### config.mk
export PLATFORM = sky130hd
export DESIGN_NAME = quad_pos_counter
export DESIGN_NICKNAME = d
export VERILOG_FILES = /design/src/rtl/qpc_pkg.sv /design/src/rtl/qpc_phase_fsm.sv /design/src/rtl/qpc_index_fsm.sv /design/src/rtl/qpc_pos_counter.sv /design/src/rtl/quad_pos_counter.sv
export SDC_FILE = /design/constraint.sdc
export NUM_CORES = 1
export LEC_CHECK = 0
export ABC_CLOCK_PERIOD_IN_PS = 3450
export BUFFER_PORTS_ARGS = -buffer_cell sky130_fd_sc_hd__buf_4
export CELL_PAD_IN_SITES_DETAIL_PLACEMENT = 0
export CELL_PAD_IN_SITES_GLOBAL_PLACEMENT = 1
export CORE_MARGIN = 2
export CORE_UTILIZATION = 35
export CTS_CLUSTER_SIZE = 40
export DETAILED_ROUTE_END_ITERATION = 12
export PLACE_DENSITY_LB_ADDON = 0.1
export SYNTH_ARGS = -nofsm -noshare
export SYNTH_HDL_FRONTEND = slang
export SYNTH_SLANG_ARGS = --single-unit
export TNS_END_PERCENT = 5
### constraint.sdc
create_clock -name clk -period 3.45 [get_ports clk]
set_input_delay 0.345 -clock clk [delete_from_list [all_inputs] [get_ports clk]]
set_output_delay 0.345 -clock clk [all_outputs]
set_load 0.01 [all_outputs]
### src/rtl/qpc_pkg.sv
package qpc_pkg;

    // Phase tracker states: {init, A, B}
    typedef enum logic [2:0] {
        PH_00   = 3'b000,
        PH_01   = 3'b001,
        PH_10   = 3'b010,
        PH_11   = 3'b011,
        PH_INIT = 3'b100
    } phase_e;

    typedef enum logic [1:0] {
        STEP_NONE = 2'd0,
        STEP_UP   = 2'd1,
        STEP_DN   = 2'd2,
        STEP_BAD  = 2'd3
    } step_e;

    typedef enum logic {
        IX_ARMED  = 1'b0,
        IX_MARKED = 1'b1
    } idx_e;

    localparam logic [1:0] MODE_EVERY = 2'b00;
    localparam logic [1:0] MODE_WRAP  = 2'b01;
    localparam logic [1:0] MODE_FIRST = 2'b10;
    localparam logic [1:0] MODE_FREE  = 2'b11;

    function automatic phase_e phase_of(input logic a, input logic b);
        unique case ({a, b})
            2'b00:   return PH_00;
            2'b01:   return PH_01;
            2'b10:   return PH_10;
            default: return PH_11;
        endcase
    endfunction

    // Position of a phase on the forward cycle 00 -> 10 -> 11 -> 01
    function automatic logic [1:0] ring_pos(input phase_e p);
        unique case (p)
            PH_10:   return 2'd1;
            PH_11:   return 2'd2;
            PH_01:   return 2'd3;
            default: return 2'd0;
        endcase
    endfunction

endpackage

### src/rtl/qpc_phase_fsm.sv
module qpc_phase_fsm
    import qpc_pkg::*;
(
    input  logic  clk,
    input  logic  rst_n,
    input  logic  qa,
    input  logic  qb,
    output step_e step
);

    phase_e state;
    phase_e state_nx;
    logic [1:0] ring_delta;

    assign state_nx   = phase_of(qa, qb);
    assign ring_delta = ring_pos(state_nx) - ring_pos(state);

    // State register: the tracker always follows the sampled level
    always_ff @(posedge clk) begin
        if (!rst_n) begin
            state <= PH_INIT;
        end else begin
            state <= state_nx;
        end
    end

    // Step output from the current state and the incoming level
    always_comb begin
        step = STEP_NONE;
        unique case (state)
            PH_INIT: step = STEP_NONE;   // capture: reference level only
            PH_00, PH_01, PH_10, PH_11: begin
                unique case (ring_delta)
                    2'd1:    step = STEP_UP;
                    2'd3:    step = STEP_DN;
                    2'd2:    step = STEP_BAD;
                    default: step = STEP_NONE;
                endcase
            end
            default: step = STEP_NONE;
        endcase
    end

endmodule

### src/rtl/qpc_index_fsm.sv
module qpc_index_fsm
    import qpc_pkg::*;
(
    input  logic       clk,
    input  logic       rst_n,
    input  logic       qi,
    input  logic [1:0] rst_mode,
    input  logic       flag_clr,
    output logic       idx_rise,
    output logic       clr_pos,
    output logic       first_flag
);

    idx_e state;
    idx_e state_nx;
    logic qi_q;

    assign idx_rise = qi & ~qi_q;

    // Edge reference: high at reset so a level held through reset is no edge
    always_ff @(posedge clk) begin
        if (!rst_n) begin
            qi_q <= 1'b1;
        end else begin
            qi_q <= qi;
        end
    end

    always_ff @(posedge clk) begin
        if (!rst_n) begin
            state <= IX_ARMED;
        end else begin
            state <= state_nx;
        end
    end

    always_comb begin
        state_nx = state;
        unique case (state)
            IX_ARMED:  if (idx_rise) state_nx = IX_MARKED;                 // mark
            IX_MARKED: if (flag_clr && !idx_rise) state_nx = IX_ARMED;     // rearm
            default:   state_nx = IX_ARMED;
        endcase
    end

    // Outputs
    always_comb begin
        clr_pos = 1'b0;
        unique case (rst_mode)
            MODE_EVERY: clr_pos = idx_rise;
            MODE_FIRST: clr_pos = idx_rise && (state == IX_ARMED);
            MODE_WRAP,
            MODE_FREE:  clr_pos = 1'b0;
            default:    clr_pos = 1'b0;
        endcase
    end

    assign first_flag = (state == IX_MARKED);

endmodule

### src/rtl/qpc_pos_counter.sv
module qpc_pos_counter
    import qpc_pkg::*;
#(
    parameter int POS_W = 16
) (
    input  logic             clk,
    input  logic             rst_n,
    input  step_e            step,
    input  logic             clr_pos,
    input  logic [POS_W-1:0] pos_max,
    output logic [POS_W-1:0] pos_count,
    output logic             dir
);

    localparam logic [POS_W-1:0] ONE = POS_W'(1);

    logic [POS_W-1:0] pos_nx;
    logic             dir_nx;

    always_comb begin
        pos_nx = pos_count;
        dir_nx = dir;
        unique case (step)
            STEP_UP: begin
                dir_nx = 1'b1;
                pos_nx = (pos_count >= pos_max) ? '0 : pos_count + ONE;
            end
            STEP_DN: begin
                dir_nx = 1'b0;
                pos_nx = (pos_count == '0) ? pos_max : pos_count - ONE;
            end
            STEP_BAD,
            STEP_NONE: pos_nx = pos_count;
            default:   pos_nx = pos_count;
        endcase
        if (clr_pos) begin
            pos_nx = '0;
        end
    end

    always_ff @(posedge clk) begin
        if (!rst_n) begin
            pos_count <= '0;
            dir       <= 1'b0;
        end else begin
            pos_count <= pos_nx;
            dir       <= dir_nx;
        end
    end

endmodule

### src/rtl/quad_pos_counter.sv
module quad_pos_counter
    import qpc_pkg::*;
#(
    parameter int POS_W = 16
) (
    input  logic             clk,
    input  logic             rst_n,
    input  logic             qa,
    input  logic             qb,
    input  logic             qi,
    input  logic [1:0]       rst_mode,
    input  logic [POS_W-1:0] pos_max,
    input  logic             flag_clr,
    output logic [POS_W-1:0] pos_count,
    output logic             dir,
    output logic             first_flag,
    output logic             idx_strobe,
    output logic             phase_err
);

    step_e step;
    logic  idx_rise;
    logic  clr_pos;

    qpc_phase_fsm u_phase (
        .clk   (clk),
        .rst_n (rst_n),
        .qa    (qa),
        .qb    (qb),
        .step  (step)
    );

    qpc_index_fsm u_index (
        .clk        (clk),
        .rst_n      (rst_n),
        .qi         (qi),
        .rst_mode   (rst_mode),
        .flag_clr   (flag_clr),
        .idx_rise   (idx_rise),
        .clr_pos    (clr_pos),
        .first_flag (first_flag)
    );

    qpc_pos_counter #(.POS_W(POS_W)) u_count (
        .clk       (clk),
        .rst_n     (rst_n),
        .step      (step),
        .clr_pos   (clr_pos),
        .pos_max   (pos_max),
        .pos_count (pos_count),
        .dir       (dir)
    );

    always_ff @(posedge clk) begin
        if (!rst_n) begin
            idx_strobe <= 1'b0;
            phase_err  <= 1'b0;
        end else begin
            idx_strobe <= idx_rise;
            phase_err  <= (step == STEP_BAD);
        end
    end

endmodule

# ---- After elaboration in Yosys (flattened, before gate mapping)
# Index checks and enable logic that the tools add are counted.
dict set report op_classes {
  bitwise 4
  magnitude_cmp 1
  shifts 0
  n_mul 0
  muxes 13
  n_reduce_logical 13
  div 0
  add_sub_neg 3
  n_eq_ne 17
}
# op count
set ops {}
lappend ops {{$mux 16} 2}
lappend ops {{$pmux 16 s2} 1}
lappend ops {{$pmux 2 s3} 4}
lappend ops {{$eq 2x2->1 const B} 9}
lappend ops {{$add 16x1->16 const B} 1}
lappend ops {{$ge 16x16->1} 1}
lappend ops {{$logic_not 16->1} 1}
lappend ops {{$sub 16x1->16 const B} 1}
lappend ops {{$eq 2x1->1 const B} 5}
lappend ops {{$eq 3x2->1 const B} 2}
lappend ops {{$logic_not 2->1} 3}
lappend ops {{$reduce_or 2->1} 3}
lappend ops {{$pmux 1 s2} 2}
lappend ops {{$reduce_or 4->1} 1}
lappend ops {{$eq 3x1->1 const B} 1}
lappend ops {{$logic_not 3->1} 1}
lappend ops {{$not 1->1} 3}
lappend ops {{$pmux 1 s3} 1}
lappend ops {{$logic_and 1x1->1} 2}
lappend ops {{$mux 1} 2}
lappend ops {{$mux 2} 1}
lappend ops {{$reduce_bool 2->1} 1}
lappend ops {{$sub 2x2->2} 1}
lappend ops {{$and 1x1->1} 1}
lappend ops {{$logic_not 1->1} 1}
dict set report word_totals {
  rom_bits 0
  ramBits 0
  wordCells 58
  latchBits 0
  regBits 24
  output_inout_bits 20
  in_bits 24
  n_memories 0
}

# ---- Depth between registers and ports, before layout
dict set report logic_depth {
  word_depth 10
  depth_mapped 18
  ltp_nobuf 15
}

# ---- Hierarchy
# A second synthesis with hierarchy kept.
dict set report unflattened {
  hier_cells 321
  area_unflattened_um2 2392.3
}
# mod n_inst area_per_inst_um2 seq_area_each_um2 cells_per_inst
set by_module_without_submodules {}
lappend by_module_without_submodules {qpc_pos_counter 1 1983.2 340.3 283}
lappend by_module_without_submodules {qpc_phase_fsm 1 265.3 60.1 26}
lappend by_module_without_submodules {qpc_index_fsm 1 90.1 40.0 8}
lappend by_module_without_submodules {quad_pos_counter 1 53.8 40.0 4}

# ---- Worst setup path before layout
# No wires, ideal clock.
dict set report synth_path {
  path_type {input to register}
  from {input port qa}
  to {register u_count.pos_count[15]}
  path_slack_ps 401
  t_arrival_ps 2973
  path_stages 14
  required_time_ps 3374
  path_cell_list {inv_1 > ha_1 > ha_1 > xor2_1 > ha_1 > nand2b_1 > ha_1 > clkbuf_2 > a211oi_1 > o21ai_0 > a21oi_1 > nand2_1 > or4_1 > a31oi_1}
}
dict set report synth_via {
  elab_chain_cells 10
  elab_cells_between_ends 20
  classes_between {add/sub: 1; eq/ne: 11; mux: 5; reduce/logical: 3}
}
# element line
set synth_rtl {}
lappend synth_rtl {{from (decl)} quad_pos_counter.sv:8} ;# input logic qa,
lappend synth_rtl {{$eq 2x2->1, or another cell as far along} qpc_pkg.sv:30} ;# unique case ({a, b})
lappend synth_rtl {{$pmux 2 s3 *} qpc_pkg.sv:30}
lappend synth_rtl {{$eq 2x1->1 / $eq 2x2->1 (equally long branches)} qpc_pkg.sv:40} ;# unique case (p)
lappend synth_rtl {{$pmux 2 s3 *} qpc_pkg.sv:40}
lappend synth_rtl {{$sub 2x2->2 *} qpc_phase_fsm.sv:16} ;# assign ring_delta = ring_pos(state_nx) - ring_pos(state);
lappend synth_rtl {{$eq 2x2->1 / $eq 2x1->1 (equally long branches)} qpc_phase_fsm.sv:33} ;# unique case (ring_delta)
lappend synth_rtl {{$pmux 2 s3 *} qpc_phase_fsm.sv:33}
lappend synth_rtl {{$mux 2 *} qpc_phase_fsm.sv:30} ;# unique case (state)
lappend synth_rtl {{$eq 2x2->1, or another cell as far along} qpc_pos_counter.sv:23} ;# unique case (step)
lappend synth_rtl {{$pmux 16 s2 / $reduce_or 2->1 (equally long branches)} qpc_pos_counter.sv:23}
lappend synth_rtl {{to (signal assigned)} qpc_pos_counter.sv:46} ;# pos_count <= pos_nx;
lappend synth_rtl {{to (decl)} qpc_pos_counter.sv:11} ;# output logic [POS_W-1:0] pos_count,
# Every way passes the cells marked *; elsewhere a longest branch is shown, timed or not.
# A chain may end at the register's enable or synchronous reset.

# ---- Worst setup path after layout
dict set report layout_path {
  from {register u_phase.state[0]}
  to {register u_count.pos_count[8]}
}
dict set report layout_via {
  elab_chain_cells 8
  elab_cells_between_ends 18
  classes_between {add/sub: 1; eq/ne: 9; mux: 4; reduce/logical: 4}
}
# element line
set layout_rtl {}
lappend layout_rtl {{from (decl)} qpc_phase_fsm.sv:11} ;# phase_e state;
lappend layout_rtl {{from (signal assigned)} qpc_phase_fsm.sv:23} ;# state <= state_nx;
lappend layout_rtl {{$eq 3x1->1 / $eq 3x2->1 (equally long branches)} {qpc_pkg.sv:40, qpc_phase_fsm.sv:30}}
lappend layout_rtl {{$pmux 2 s3} qpc_pkg.sv:40}
lappend layout_rtl {{$sub 2x2->2} qpc_phase_fsm.sv:16}
lappend layout_rtl {{$eq 2x2->1 / $eq 2x1->1 (equally long branches)} qpc_phase_fsm.sv:33}
lappend layout_rtl {{$pmux 2 s3} qpc_phase_fsm.sv:33}
lappend layout_rtl {{$mux 2 *} qpc_phase_fsm.sv:30}
lappend layout_rtl {{$eq 2x2->1, or another cell as far along} qpc_pos_counter.sv:23}
lappend layout_rtl {{$pmux 16 s2 / $reduce_or 2->1 (equally long branches)} qpc_pos_counter.sv:23}
# Marks and branches as above.

==> qor.csv <==
metric;value;unit
EDFF count, synth;0;
aggregate global routing overflow;0;
vias in the first global route;2176;
Top FF cell, synth;dfxtp_1;
Avg Vias per Cell;5.46;
Seq/Total Area, Yosys;20.4;%
setup_tns;0;ns
DR iter-0 viols;116;
Crit. End Element;flip-flop;
CTS sink count;24;
number of synthesis warnings;0;
Tcrit/Tclk final;85.4;%
Async S/R FF share, synth;0;%
CP required;3.66;ns
final cell count without fillers;424;
power density cells;640;nW/um2
hold depth;2;
first-pass GRT wire length;11.3;mm
cts bufs inserted;3;
Max Cap Viol;0;
Mapped Nets;362;
core area;6420;um2
htree depth;1;
share of cells above drive strength 1;21.6;%
arrival time worst endpoint;3.16;ns
Period minus WS final;2.95;ns
Die Y;85.9;um
# rows;29;
Netlist cell types;51;
hold buffers post-CTS;0;
final net count;400;
Crit Path Class;flip-flop to flip-flop;
RSZ-0062 raised after global routing;false;
Syn Inst Count;310;
synthesis-stage register bit count;24;
syn avg cell area;7.58;um2
worst hold path type;primary input to flip-flop;
drt total wl;6.74;mm
initial antenna violation count;0;
routed vias;2317;
Slew Viols, Final;0;
Cells after DPL;420;
Slew Limit Headroom;57.2;%
Leak;1.26;nW
Clock transition at path regs;0.10;ns
DRC violations left;0;
clk_lat worst skew;0.28;ns
Netlist Area Pre-Place;2350;um2
Die X;85.9;um
Routed Antenna Nets;0;
gr usage total;19.4;%
clk_skew;0.00525;ns
status;finished clean;
Avg WL per Cell;15.9;um
Root Buffer;clkbuf_8;
worst r2r path cells;14;
post-CTS sizing;0;
Slew @ Worst Pin;0.626;ns
setup violators final;0;
Initial Utilization;36.6;%
CTS tree;yes;
routability cong.;0.835;
largest net degree at the start of global routing;18;
FMAX;339;MHz
port bufs;43;
CP Launch Type;flip-flop;
hpwl dp;5.18;mm
Final Hold Fails;0;
maximum VDD drop;0.295;mV
postcts setup bufs;0;
CTS max path bufs;2;
Die Area;7380;um2
I/O pin total;44;
Pre-Repair DR Iteration Count;4;
Area Overhead vs Synth;19.2;%
number of diodes;0;
critical path peak fanout;17;
-- layer usage --
metal | share of wire [%] | vias up | GRT usage (%)
li1 | - | 1187 | -
met1 | 48 | 1059 | 26.7
met2 | 46 | 60 | 31.5
met3 | 4.5 | 11 | 2.79
met4 | 1.8 | 0 | 5.34
met5 | 0 | - | 0
-- layout by cell type, fill, tap and decap left out, types with 3 or more instances in the layout --
| cell | instances |
|---|---|
| nor2b_1 | 3 |
| ha_1 | 28 |
| nand2b_1 | 7 |
| or4_1 | 6 |
| and2_1 | 5 |
| nand3_1 | 17 |
| a211o_1 | 4 |
| dfxtp_1 | 24 |
| clkbuf_8 | 3 |
| o21ai_0 | 9 |
| a22oi_2 | 3 |
| xnor2_1 | 8 |
| nor2_1 | 29 |
| nand2_1 | 31 |
| o211ai_1 | 10 |
| xor2_1 | 5 |
| a21oi_1 | 12 |
| a31oi_1 | 13 |
| nand4_1 | 4 |
| buf_4 | 53 |
| nor3_1 | 8 |
| inv_1 | 25 |
| a31o_2 | 6 |
-- worst paths after layout --
check                                start                                 to  slack (ns)
max            u_phase.state[0]$_SDFF_PN0_  u_count.pos_count[8]$_SDFFE_PP0N_        0.50
min                                     qi            u_index.qi_q$_SDFF_PN1_        0.25
max reg2reg    u_phase.state[0]$_SDFF_PN0_  u_count.pos_count[8]$_SDFFE_PP0N_        0.50
min reg2reg  u_index.first_flag$_SDFF_PN0_      u_index.first_flag$_SDFF_PN0_        0.51
-- report_power, final --
| group | internal (mW) | total [mW] | switching (mW) |
|---|---|---|---|
| registers | 0.317 | 0.398 | 0.0806 |
| logic | 0.469 | 1.13 | 0.659 |
| clock network | 0.156 | 0.267 | 0.111 |
-- worst max-delay path, stage by stage (launching register included) --
cell	delay, ns
dfxtp_1	0.33
xnor2_1	0.18
nor2_1	0.06
ha_1	0.18
xor2_1	0.19
ha_1	0.30
nand2b_1	0.07
ha_1	0.27
a211oi_1	0.19
o21ai_0	0.14
a21oi_1	0.17
buf_4	0.17
and2_4	0.29
o21ai_0	0.16
a31oi_1	0.18
-- metrics by stage --
stage               worst slack, ns  util, %  instance area (um2)  hold WS (ns)  power (mW)
global route                  0.210     43.6                 2800         0.254        1.97
CTS                           0.458     43.6                 2800         0.248        1.81
detailed placement            0.253     42.5                 2730         0.487        1.54
floorplan                     0.401        -                 2350         0.418        1.23
finish                        0.503     43.6                 2800         0.252        1.79
global placement              0.326     42.5                 2730         0.477        1.54
-- cells by family after synthesis --
group / Yosys count / synth area share, %
AND/OR/NAND/NOR: 126 / 28.4
AO/OA/AOI/OAI: 73 / 22.1
adder cells (fa/ha/maj): 28 / 14.9
multiplexers: 1 / 0.426
flip-flops: 24 / 20.4
XOR/XNOR: 13 / 4.85
buffers and inverters: 45 / 8.84
-- Yosys cell counts (2+ instances only) --
cell      count  share of area [%]
nand3_1      17                3.6
dfxtp_1      24                 20
a211o_1       4                1.5
nand4_1       4                1.1
xor2_1        5                1.9
nor2_1       29                4.6
o21a_1        2               0.64
buf_6         4                1.9
or4_1         6                1.9
ha_1         28                 15
or3_1         2               0.53
and2_1        5                1.3
inv_1        25                4.0
a21oi_1      12                2.6
a211oi_1      2               0.64
o21ai_0       9                1.9
a31o_2        6                2.2
nor4_1        2               0.53
a32oi_1       2               0.75
nand2b_1      7                1.9
a31oi_1      13                3.5
or4_4         2               0.96
o211ai_1     10                3.2
nor2b_1       3               0.80
nor3_1        8                1.7
a22oi_2       3                1.6
nand2_1      31                5.0
xnor2_1       8                3.0
buf_2         6                1.3
o22ai_1       2               0.53
clkbuf_1      9                1.4
-- sequential cells by signal, summed over array words and instances, names as in the netlist --
| signal | cells |
|---|---|
| u_count.pos_count | 16 |
| u_phase.state | 3 |
| idx_strobe | 1 |
| phase_err | 1 |
| u_count.dir | 1 |
| u_index.first_flag | 1 |
| u_index.qi_q | 1 |
-- layout make-up --
class / instances / area (um2)
inverters: 25 / 93.8
repair buffers: 53 / 398
well taps: 77 / 96.3
clock inverters: 1 / 30.0
flip-flops and latches: 24 / 480
multi-input cells: 241 / 1660
clock buffers: 3 / 41.3
fillers: 692 / 3620
No activity file was read; power rests on OpenSTA's default activity.
